===== src/rtl/fe_pkg.sv =====
package fe_pkg;

  typedef enum logic [2:0] {
    OP_LOAD   = 3'd0,
    OP_STORE  = 3'd1,
    OP_SLOAD  = 3'd2,
    OP_SSTORE = 3'd3,
    OP_FADD   = 3'd4,
    OP_FILL   = 3'd5,
    OP_DRAIN  = 3'd6,
    OP_RSVD   = 3'd7
  } fe_op_e;

  localparam int OP_W = 3;

endpackage


===== src/rtl/fe_word_array.sv =====
module fe_word_array #(
  parameter int AW  = 4,
  parameter int DW  = 32,
  parameter int NRD = 2
) (
  input  logic          clk,
  input  logic          rst_n,
  input  logic [AW-1:0] rd_addr [NRD],
  output logic [DW-1:0] rd_data [NRD],
  output logic          rd_full [NRD],
  input  logic          wr_en,
  input  logic [AW-1:0] wr_addr,
  input  logic [DW-1:0] wr_data,
  input  logic          wr_full
);

  localparam int DEPTH = 1 << AW;

  logic [DW-1:0]    words [DEPTH];
  logic [DEPTH-1:0] flags;

  always_ff @(posedge clk or negedge rst_n) begin
    if (!rst_n) begin
      for (int i = 0; i < DEPTH; i++) words[i] <= '0;
      flags <= '0;
    end else if (wr_en) begin
      words[wr_addr] <= wr_data;
      flags[wr_addr] <= wr_full;
    end
  end

  for (genvar p = 0; p < NRD; p++) begin : g_rd
    assign rd_data[p] = words[rd_addr[p]];
    assign rd_full[p] = flags[rd_addr[p]];
  end

endmodule


===== src/rtl/fe_op_eval.sv =====
module fe_op_eval
  import fe_pkg::*;
#(
  parameter int DW = 32
) (
  input  fe_op_e        op,
  input  logic [DW-1:0] old_data,
  input  logic          old_full,
  input  logic [DW-1:0] operand,
  output logic          blocked,
  output logic          wr_en,
  output logic [DW-1:0] new_data,
  output logic          new_full
);

  always_comb begin
    blocked  = 1'b0;
    wr_en    = 1'b0;
    new_data = old_data;
    new_full = old_full;
    unique case (op)
      OP_STORE: begin
        wr_en    = 1'b1;
        new_data = operand;
      end
      OP_SLOAD: begin
        blocked  = !old_full;
        wr_en    = old_full;
        new_full = 1'b0;
      end
      OP_SSTORE: begin
        blocked  = old_full;
        wr_en    = !old_full;
        new_data = operand;
        new_full = 1'b1;
      end
      OP_FADD: begin
        wr_en    = 1'b1;
        new_data = old_data + operand;
      end
      OP_FILL: begin
        wr_en    = 1'b1;
        new_data = operand;
        new_full = 1'b1;
      end
      OP_DRAIN: begin
        wr_en    = 1'b1;
        new_full = 1'b0;
      end
      default: begin
        wr_en = 1'b0;
      end
    endcase
  end

endmodule


===== src/rtl/fe_retry_fifo.sv =====
module fe_retry_fifo #(
  parameter int W     = 8,
  parameter int DEPTH = 4
) (
  input  logic         clk,
  input  logic         rst_n,
  input  logic         push,
  input  logic [W-1:0] push_data,
  input  logic         pop,
  output logic [W-1:0] head,
  output logic         empty,
  output logic         full
);

  localparam int PW = (DEPTH > 1) ? $clog2(DEPTH) : 1;
  localparam int CW = $clog2(DEPTH + 1);
  localparam logic [PW-1:0] LAST = PW'(DEPTH - 1);

  logic [W-1:0]  slots [DEPTH];
  logic [PW-1:0] rd_ptr, wr_ptr;
  logic [CW-1:0] count;

  function automatic logic [PW-1:0] bump(input logic [PW-1:0] p);
    return (p == LAST) ? '0 : p + 1'b1;
  endfunction

  always_ff @(posedge clk or negedge rst_n) begin
    if (!rst_n) begin
      rd_ptr <= '0;
      wr_ptr <= '0;
      count  <= '0;
    end else begin
      if (push) wr_ptr <= bump(wr_ptr);
      if (pop)  rd_ptr <= bump(rd_ptr);
      case ({push, pop})
        2'b10:   count <= count + 1'b1;
        2'b01:   count <= count - 1'b1;
        default: count <= count;
      endcase
    end
  end

  always_ff @(posedge clk) begin
    if (push) slots[wr_ptr] <= push_data;
  end

  assign head  = slots[rd_ptr];
  assign empty = (count == '0);
  assign full  = (count == CW'(DEPTH));


  no_overflow_chk: assert property (@(posedge clk) disable iff (!rst_n)
    full |-> !push || pop);


  no_underflow_chk: assert property (@(posedge clk) disable iff (!rst_n)
    empty |-> !pop);

endmodule


===== src/rtl/fe_sync_bank.sv =====
module fe_sync_bank
  import fe_pkg::*;
#(
  parameter int AW = 4,
  parameter int DW = 32,
  parameter int TW = 8,
  parameter int QD = 4
) (
  input  logic          clk,
  input  logic          rst_n,
  input  logic          req_valid,
  output logic          req_ready,
  input  logic [2:0]    req_op,
  input  logic [AW-1:0] req_addr,
  input  logic [DW-1:0] req_data,
  input  logic [TW-1:0] req_tag,
  output logic          rsp_valid,
  input  logic          rsp_ready,
  output logic [DW-1:0] rsp_data,
  output logic          rsp_full,
  output logic [TW-1:0] rsp_tag
);

  localparam int EW = OP_W + AW + DW + TW;

  // retry queue
  logic [EW-1:0] q_head;
  logic          q_empty, q_full, q_push, q_pop;

  fe_op_e        h_op;
  logic [AW-1:0] h_addr;
  logic [DW-1:0] h_data;
  logic [TW-1:0] h_tag;

  assign h_op   = fe_op_e'(q_head[EW-1 -: OP_W]);
  assign h_addr = q_head[DW+TW +: AW];
  assign h_data = q_head[TW +: DW];
  assign h_tag  = q_head[TW-1:0];

  // storage, port 0 serves the queue head, port 1 the new request
  logic [AW-1:0] rd_addr [2];
  logic [DW-1:0] rd_data [2];
  logic          rd_full [2];
  logic          wr_en, wr_full;
  logic [AW-1:0] wr_addr;
  logic [DW-1:0] wr_data;

  assign rd_addr[0] = h_addr;
  assign rd_addr[1] = req_addr;

  fe_word_array #(.AW(AW), .DW(DW), .NRD(2)) u_store (
    .clk     (clk),
    .rst_n   (rst_n),
    .rd_addr (rd_addr),
    .rd_data (rd_data),
    .rd_full (rd_full),
    .wr_en   (wr_en),
    .wr_addr (wr_addr),
    .wr_data (wr_data),
    .wr_full (wr_full)
  );

  logic          h_blocked, h_wr, h_nfull;
  logic [DW-1:0] h_ndata;
  logic          n_blocked, n_wr, n_nfull;
  logic [DW-1:0] n_ndata;

  fe_op_eval #(.DW(DW)) u_head_eval (
    .op       (h_op),
    .old_data (rd_data[0]),
    .old_full (rd_full[0]),
    .operand  (h_data),
    .blocked  (h_blocked),
    .wr_en    (h_wr),
    .new_data (h_ndata),
    .new_full (h_nfull)
  );

  fe_op_eval #(.DW(DW)) u_new_eval (
    .op       (fe_op_e'(req_op)),
    .old_data (rd_data[1]),
    .old_full (rd_full[1]),
    .operand  (req_data),
    .blocked  (n_blocked),
    .wr_en    (n_wr),
    .new_data (n_ndata),
    .new_full (n_nfull)
  );

  // scheduling: one memory operation per cycle, ready head first
  logic advance, head_ok, head_go, new_fire, new_done, done;

  assign advance   = !rsp_valid || rsp_ready;
  assign head_ok   = !q_empty && !h_blocked;
  assign head_go   = head_ok && advance;
  assign req_ready = advance && !head_ok && (!q_full || !n_blocked);
  assign new_fire  = req_valid && req_ready;
  assign new_done  = new_fire && !n_blocked;
  assign done      = head_go || new_done;

  assign q_push = new_fire && n_blocked;
  assign q_pop  = head_go;

  fe_retry_fifo #(.W(EW), .DEPTH(QD)) u_retry (
    .clk       (clk),
    .rst_n     (rst_n),
    .push      (q_push),
    .push_data ({req_op, req_addr, req_data, req_tag}),
    .pop       (q_pop),
    .head      (q_head),
    .empty     (q_empty),
    .full      (q_full)
  );

  assign wr_en   = head_go ? h_wr    : (new_done && n_wr);
  assign wr_addr = head_go ? h_addr  : req_addr;
  assign wr_data = head_go ? h_ndata : n_ndata;
  assign wr_full = head_go ? h_nfull : n_nfull;

  // response register
  always_ff @(posedge clk or negedge rst_n) begin
    if (!rst_n) begin
      rsp_valid <= 1'b0;
      rsp_data  <= '0;
      rsp_full  <= 1'b0;
      rsp_tag   <= '0;
    end else if (done) begin
      rsp_valid <= 1'b1;
      rsp_data  <= head_go ? rd_data[0] : rd_data[1];
      rsp_full  <= head_go ? rd_full[0] : rd_full[1];
      rsp_tag   <= head_go ? h_tag : req_tag;
    end else if (rsp_ready) begin
      rsp_valid <= 1'b0;
    end
  end


  rsp_hold_chk: assert property (@(posedge clk) disable iff (!rst_n)
    rsp_valid && !rsp_ready |=> rsp_valid && $stable(rsp_data) &&
                                $stable(rsp_tag) && $stable(rsp_full));


  stall_accept_chk: assert property (@(posedge clk) disable iff (!rst_n)
    rsp_valid && !rsp_ready |-> !(req_valid && req_ready));


  done_resp_chk: assert property (@(posedge clk) disable iff (!rst_n)
    done |=> rsp_valid);

endmodule


===== config.mk =====
export PLATFORM = sky130hd
export DESIGN_NAME = fe_sync_bank
export DESIGN_NICKNAME = d
export VERILOG_FILES = /design/src/rtl/fe_pkg.sv /design/src/rtl/fe_word_array.sv /design/src/rtl/fe_op_eval.sv /design/src/rtl/fe_retry_fifo.sv /design/src/rtl/fe_sync_bank.sv
export SDC_FILE = /design/constraint.sdc
export NUM_CORES = 2
export LEC_CHECK = 0
export BUFFER_PORTS_ARGS = -buffer_cell sky130_fd_sc_hd__buf_2
export CAP_MARGIN = 40
export CELL_PAD_IN_SITES_DETAIL_PLACEMENT = 0
export CELL_PAD_IN_SITES_GLOBAL_PLACEMENT = 1
export CORE_ASPECT_RATIO = 0.6
export CORE_UTILIZATION = 40
export CTS_BUF_LIST = sky130_fd_sc_hd__clkbuf_4
export DETAILED_ROUTE_END_ITERATION = 8
export PLACE_DENSITY = 0.68
export SETUP_SLACK_MARGIN = 0.15
export SLEW_MARGIN = 5
export SYNTH_ARGS = -nofsm -noshare
export SYNTH_HDL_FRONTEND = slang
export SYNTH_SLANG_ARGS = --single-unit
export TNS_END_PERCENT = 20

===== constraint.sdc =====
create_clock -name clk -period 8.35 [get_ports clk]
set_clock_uncertainty 0.15 [all_clocks]
set_input_delay 1.67 -clock clk [delete_from_list [all_inputs] [get_ports clk]]
set_output_delay 1.67 -clock clk [all_outputs]
set_load 0.005 [all_outputs]

==> impl_results.md <==
- Yosys cell types: 73
- DR vias/cell: about 6.3
- Clk pwr share: 14.4%
- H-tree levels: 4
- Post_cts resized: 0
- Worst Path Buf+Inv: 4
- Part of the Yosys area used for sequential elements: between 40% and 50%
- FFs w/ async S/R, synth: 75.4%
- Area of the core: roughly 100000 um^2
- CP peak stage delay: slightly above 900 ps
- Unrepaired setup endpoints after global routing: false
- Drc violations: 0
- I/O Pins: 94
- Outcome: completed
- Wirelength per Cell: 28.8 um
- Clk buf depth: 3
- Data required, critical path: just over 9000 ps
- Congestion Overflow GR: 0
- Setup violators final: 0
- Final Instance Count excl. Fillers: roughly 4700
- Leakage: 19.3 nW
- Detail Route Antenna Nets: 0
- Total Nets Final: between 3000 and 4000
- HP Class: flop to flop
- CTS Sinks: ~770
- Die width: roughly 420 um
- Max-cap violations: 0
- P_int: 11.9 mW
- CTS tree: done
- Layout cells sized above 1: a little over two fifths
- Sw Share: between 40% and 50%
- CP delay by family, top: simple AND/OR/NAND/NOR gates
- Comb pwr share: 57.5%
- Fin crit period: a little over 7000 ps
- Final worst-path cycle share: a little under nine tenths
- Cells after synthesis: ~3000
- Total track usage: 25.5%
- Synth area leaders: dfrtp_1 (34%), mux4_2 (18%), mux2_2 (14%), edfxtp_1 (13%), ha_1 (2.0%)
- Hold Vio Cnt, Final: 0
- Postcts setup bufs: 0
- Post-synth EDFFs: 188
- Initial Utilization: between 40% and 50%
- Setup CP Type: flop to flop
- CP dominant cell by count: buf_4
- Worst path cell trace: buf_4 -> mux4_4 -> buf_12 -> buf_4 -> mux4_2 -> and2_1 -> a211oi_1 -> a31oi_1 -> ha_1 -> nand4_1 -> or3_1 -> or4_1 -> a21oi_1 -> o21ai_0 -> nand3b_1 -> a21boi_0 -> buf_4 -> mux2_2
- First-pass GRT wire length: around 200000 um
- Worst Hold Margin: between 300 and 400 ps
- Worst-path clk slew: ~100 ps
- Post-Syn Nets: about 3200
- #FFs+latches synth: 765
- DP Cell Count: ~4400
- Layout overhead on the synthesized area: 11.4%
- Die H: between 200 and 300 um
- Mapped cell area: 42400 um^2
- Root Driver: clkbuf_4
- VDD IR max: approximately 0.00024 V
- Iteration-0 DRC Markers: between 3000 and 4000
- Post-DP HPWL: 87900 um
- P per Cell Area: roughly 460 nW/um^2
- # fillers: about 9400
- Setup TNS: 0 ps
- Vias in the first global route: 30400
- Post-detailed-routing wire length: around 140000 um
- IO Port Bufs: 93
- Die area: around 110000 um^2
- Worst-skew pair later-pin latency: between 1000 and 1500 ps
- Initial antenna violation count: 3
- Placement Rows: 92
- Area fraction of the dominant cell type after synthesis: ~34%
- Relative slew slack: 37.0%
- Achievable frequency: around 140 MHz
- Tightest Pin Transition: between 900 and 1000 ps
- YS warnings: 0
- Sequential Power Share: roughly 28%
- Total number of vias: 29700
- CP Capture Type: flop
- Mean Syn Cell Area: between 10 and 15 um^2
- Worst path arrival time: about 8000 ps
- Placer Congestion: roughly 0.95
- Num CTS Buffers: approximately 180
- First drt pass iteration count: 6
- Startpoint types: flop
- Post-CTS Hold Buffers: 0
- Largest net degree at the start of global routing: between 150 and 200
- Biggest area consumer among synthesized cells: dfrtp_1
- Slew Viols, Final: 0
- CP max FO: between 50 and 60
- Top FF cell, synth: dfrtp_1
- Crit-path slowest cell: mux4_4
- Psw: 9.66 mW
-- registers in the layout, summed over array words and instances, names as in the netlist --
name / flops
rsp_data: 32
u_retry.count: 3
u_retry.wr_ptr: 2
u_retry.rd_ptr: 2
u_retry.slots: 188
u_store.flags: 16
rsp_valid: 1
rsp_full: 1
u_store.words: 512
rsp_tag: 8
-- power groups by stage --
stage | Sequential, mW | Clock [mW] | Combinational [mW]
floorplan | 5.74 | 0 | 8.31
global placement | 5.97 | 0 | 11.8
detailed placement | 6.10 | 0 | 12.1
CTS | 6.03 | 3.20 | 12.2
global route | 6.22 | 3.38 | 13.1
finish | 6.07 | 3.12 | 12.4
-- cell families (layout without fill, tap and decap cells) --
kind of cell,count (synthesis),after routing,share of synthesized area (%)
compound gates,506,506,8.04
xor+xnor,37,37,0.765
fa+ha+maj,70,70,2.12
buf+inv,278,561,2.97
flops,765,765,47.4
mux,948,948,33.8
other cells,0,4,0
simple gates,429,429,4.95
-- worst reg2reg max path, cell delays in order, from the launching register on --
cell and delay (ps):
dfrtp_2 400, buf_4 390, mux4_4 930, buf_12 440, buf_4 380, mux4_2 320, and2_1 170, a211oi_1 210
a31oi_1 200, ha_1 580, nand4_1 260, or3_1 600, or4_1 520, a21oi_1 560, o21ai_0 200, nand3b_1 140
a21boi_0 100, buf_4 210, mux2_2 270
-- layout by cell type (no fill, tap or decap), types with 11 or more instances in the layout --
cell,synthesis,final
nor3_1,25,25
nand2_1,169,169
buf_4,22,92
a21oi_1,88,87
buf_2,81,91
mux2_2,534,534
a221oi_1,22,22
xor2_1,11,11
and2_1,40,36
mux2i_1,82,81
ha_1,67,67
inv_1,21,20
nor2b_1,14,14
a211oi_1,49,48
nor2_1,67,64
clkinv_1,0,37
nand4_1,18,18
mux4_2,332,329
clkbuf_4,0,266
o21a_1,12,12
dfrtp_1,577,575
and3_1,22,16
a22oi_1,21,21
edfxtp_1,188,188
a222oi_1,15,15
nand3_1,21,19
o21ai_0,112,112
buf_12,0,28
a21o_1,42,42
o21bai_1,15,15
a31oi_1,41,41
xnor2_1,26,26
-- cell type report --
| class | instances | area (um^2) | area share (%) |
|---|---|---|---|
| diodes | 4 | 10.0 | 0.0212 |
| clock inverters | 53 | 272 | 0.575 |
| multi-input cells | 1990 | 21100 | 44.7 |
| repair buffers | 221 | 1900 | 4.02 |
| inverters | 21 | 81.3 | 0.172 |
| well taps | 1410 | 1760 | 3.74 |
| clock buffers | 266 | 2000 | 4.23 |
| flip-flops and latches | 765 | 20100 | 42.5 |
-- worst paths after layout --
check | from | depth (start not counted) | slack (ps) | endpoint
max in group asynchronous | rst_n | 2 | 6100 | u_store.words[38]$_DFFE_PN0P_
setup reg to reg | u_retry.rd_ptr[1]$_DFFE_PN0P_ | 18 | 1160 | u_store.words[348]$_DFFE_PN0P_
setup / recovery | u_retry.rd_ptr[1]$_DFFE_PN0P_ | 18 | 1160 | u_store.words[348]$_DFFE_PN0P_
hold / removal | u_retry.count[2]$_DFFE_PN0P_ | 1 | 330 | u_retry.count[2]$_DFFE_PN0P_
hold reg to reg | u_retry.count[2]$_DFFE_PN0P_ | 1 | 330 | u_retry.count[2]$_DFFE_PN0P_
min in group asynchronous | rst_n | 1 | 500 | rsp_data[21]$_DFFE_PN0P_
-- cell usage after synthesis (all sizes together) (25+ instances only) --
cell type and count:
nand3 29, and2 40, nor3 25, buf 134
xnor2 26, clkbuf 123, ha 67, dfrtp 577
a21oi 88, mux4 332, a21o 42, mux2i 82
mux2 534, o21ai 118, a31oi 41, edfxtp 188
nor2 67, a211oi 50, nand2 170
-- stage by stage --
stage | worst slack [ps] | power (mW) | util [%] | area (um^2)
final | 1160 | 21.6 | 45.0 | 47200
after global routing | 897 | 22.7 | 45.0 | 47200
after CTS | 1320 | 21.4 | 45.0 | 47200
after detailed placement | 748 | 18.2 | 42.8 | 44900
after global placement | 876 | 17.8 | 42.5 | 44600
after floorplan | 860 | 14.1 | - | 42400
-- per-layer routing --
| metal | wire length [um] | GRT usage (%) |
|---|---|---|
| met4 | 3730 | 9.09 |
| met1 | 60400 | 36.7 |
| met2 | 60800 | 38.1 |
| met3 | 11200 | 5.55 |
| met5 | 14 | 0 |
(Power assumes the default switching activity.)
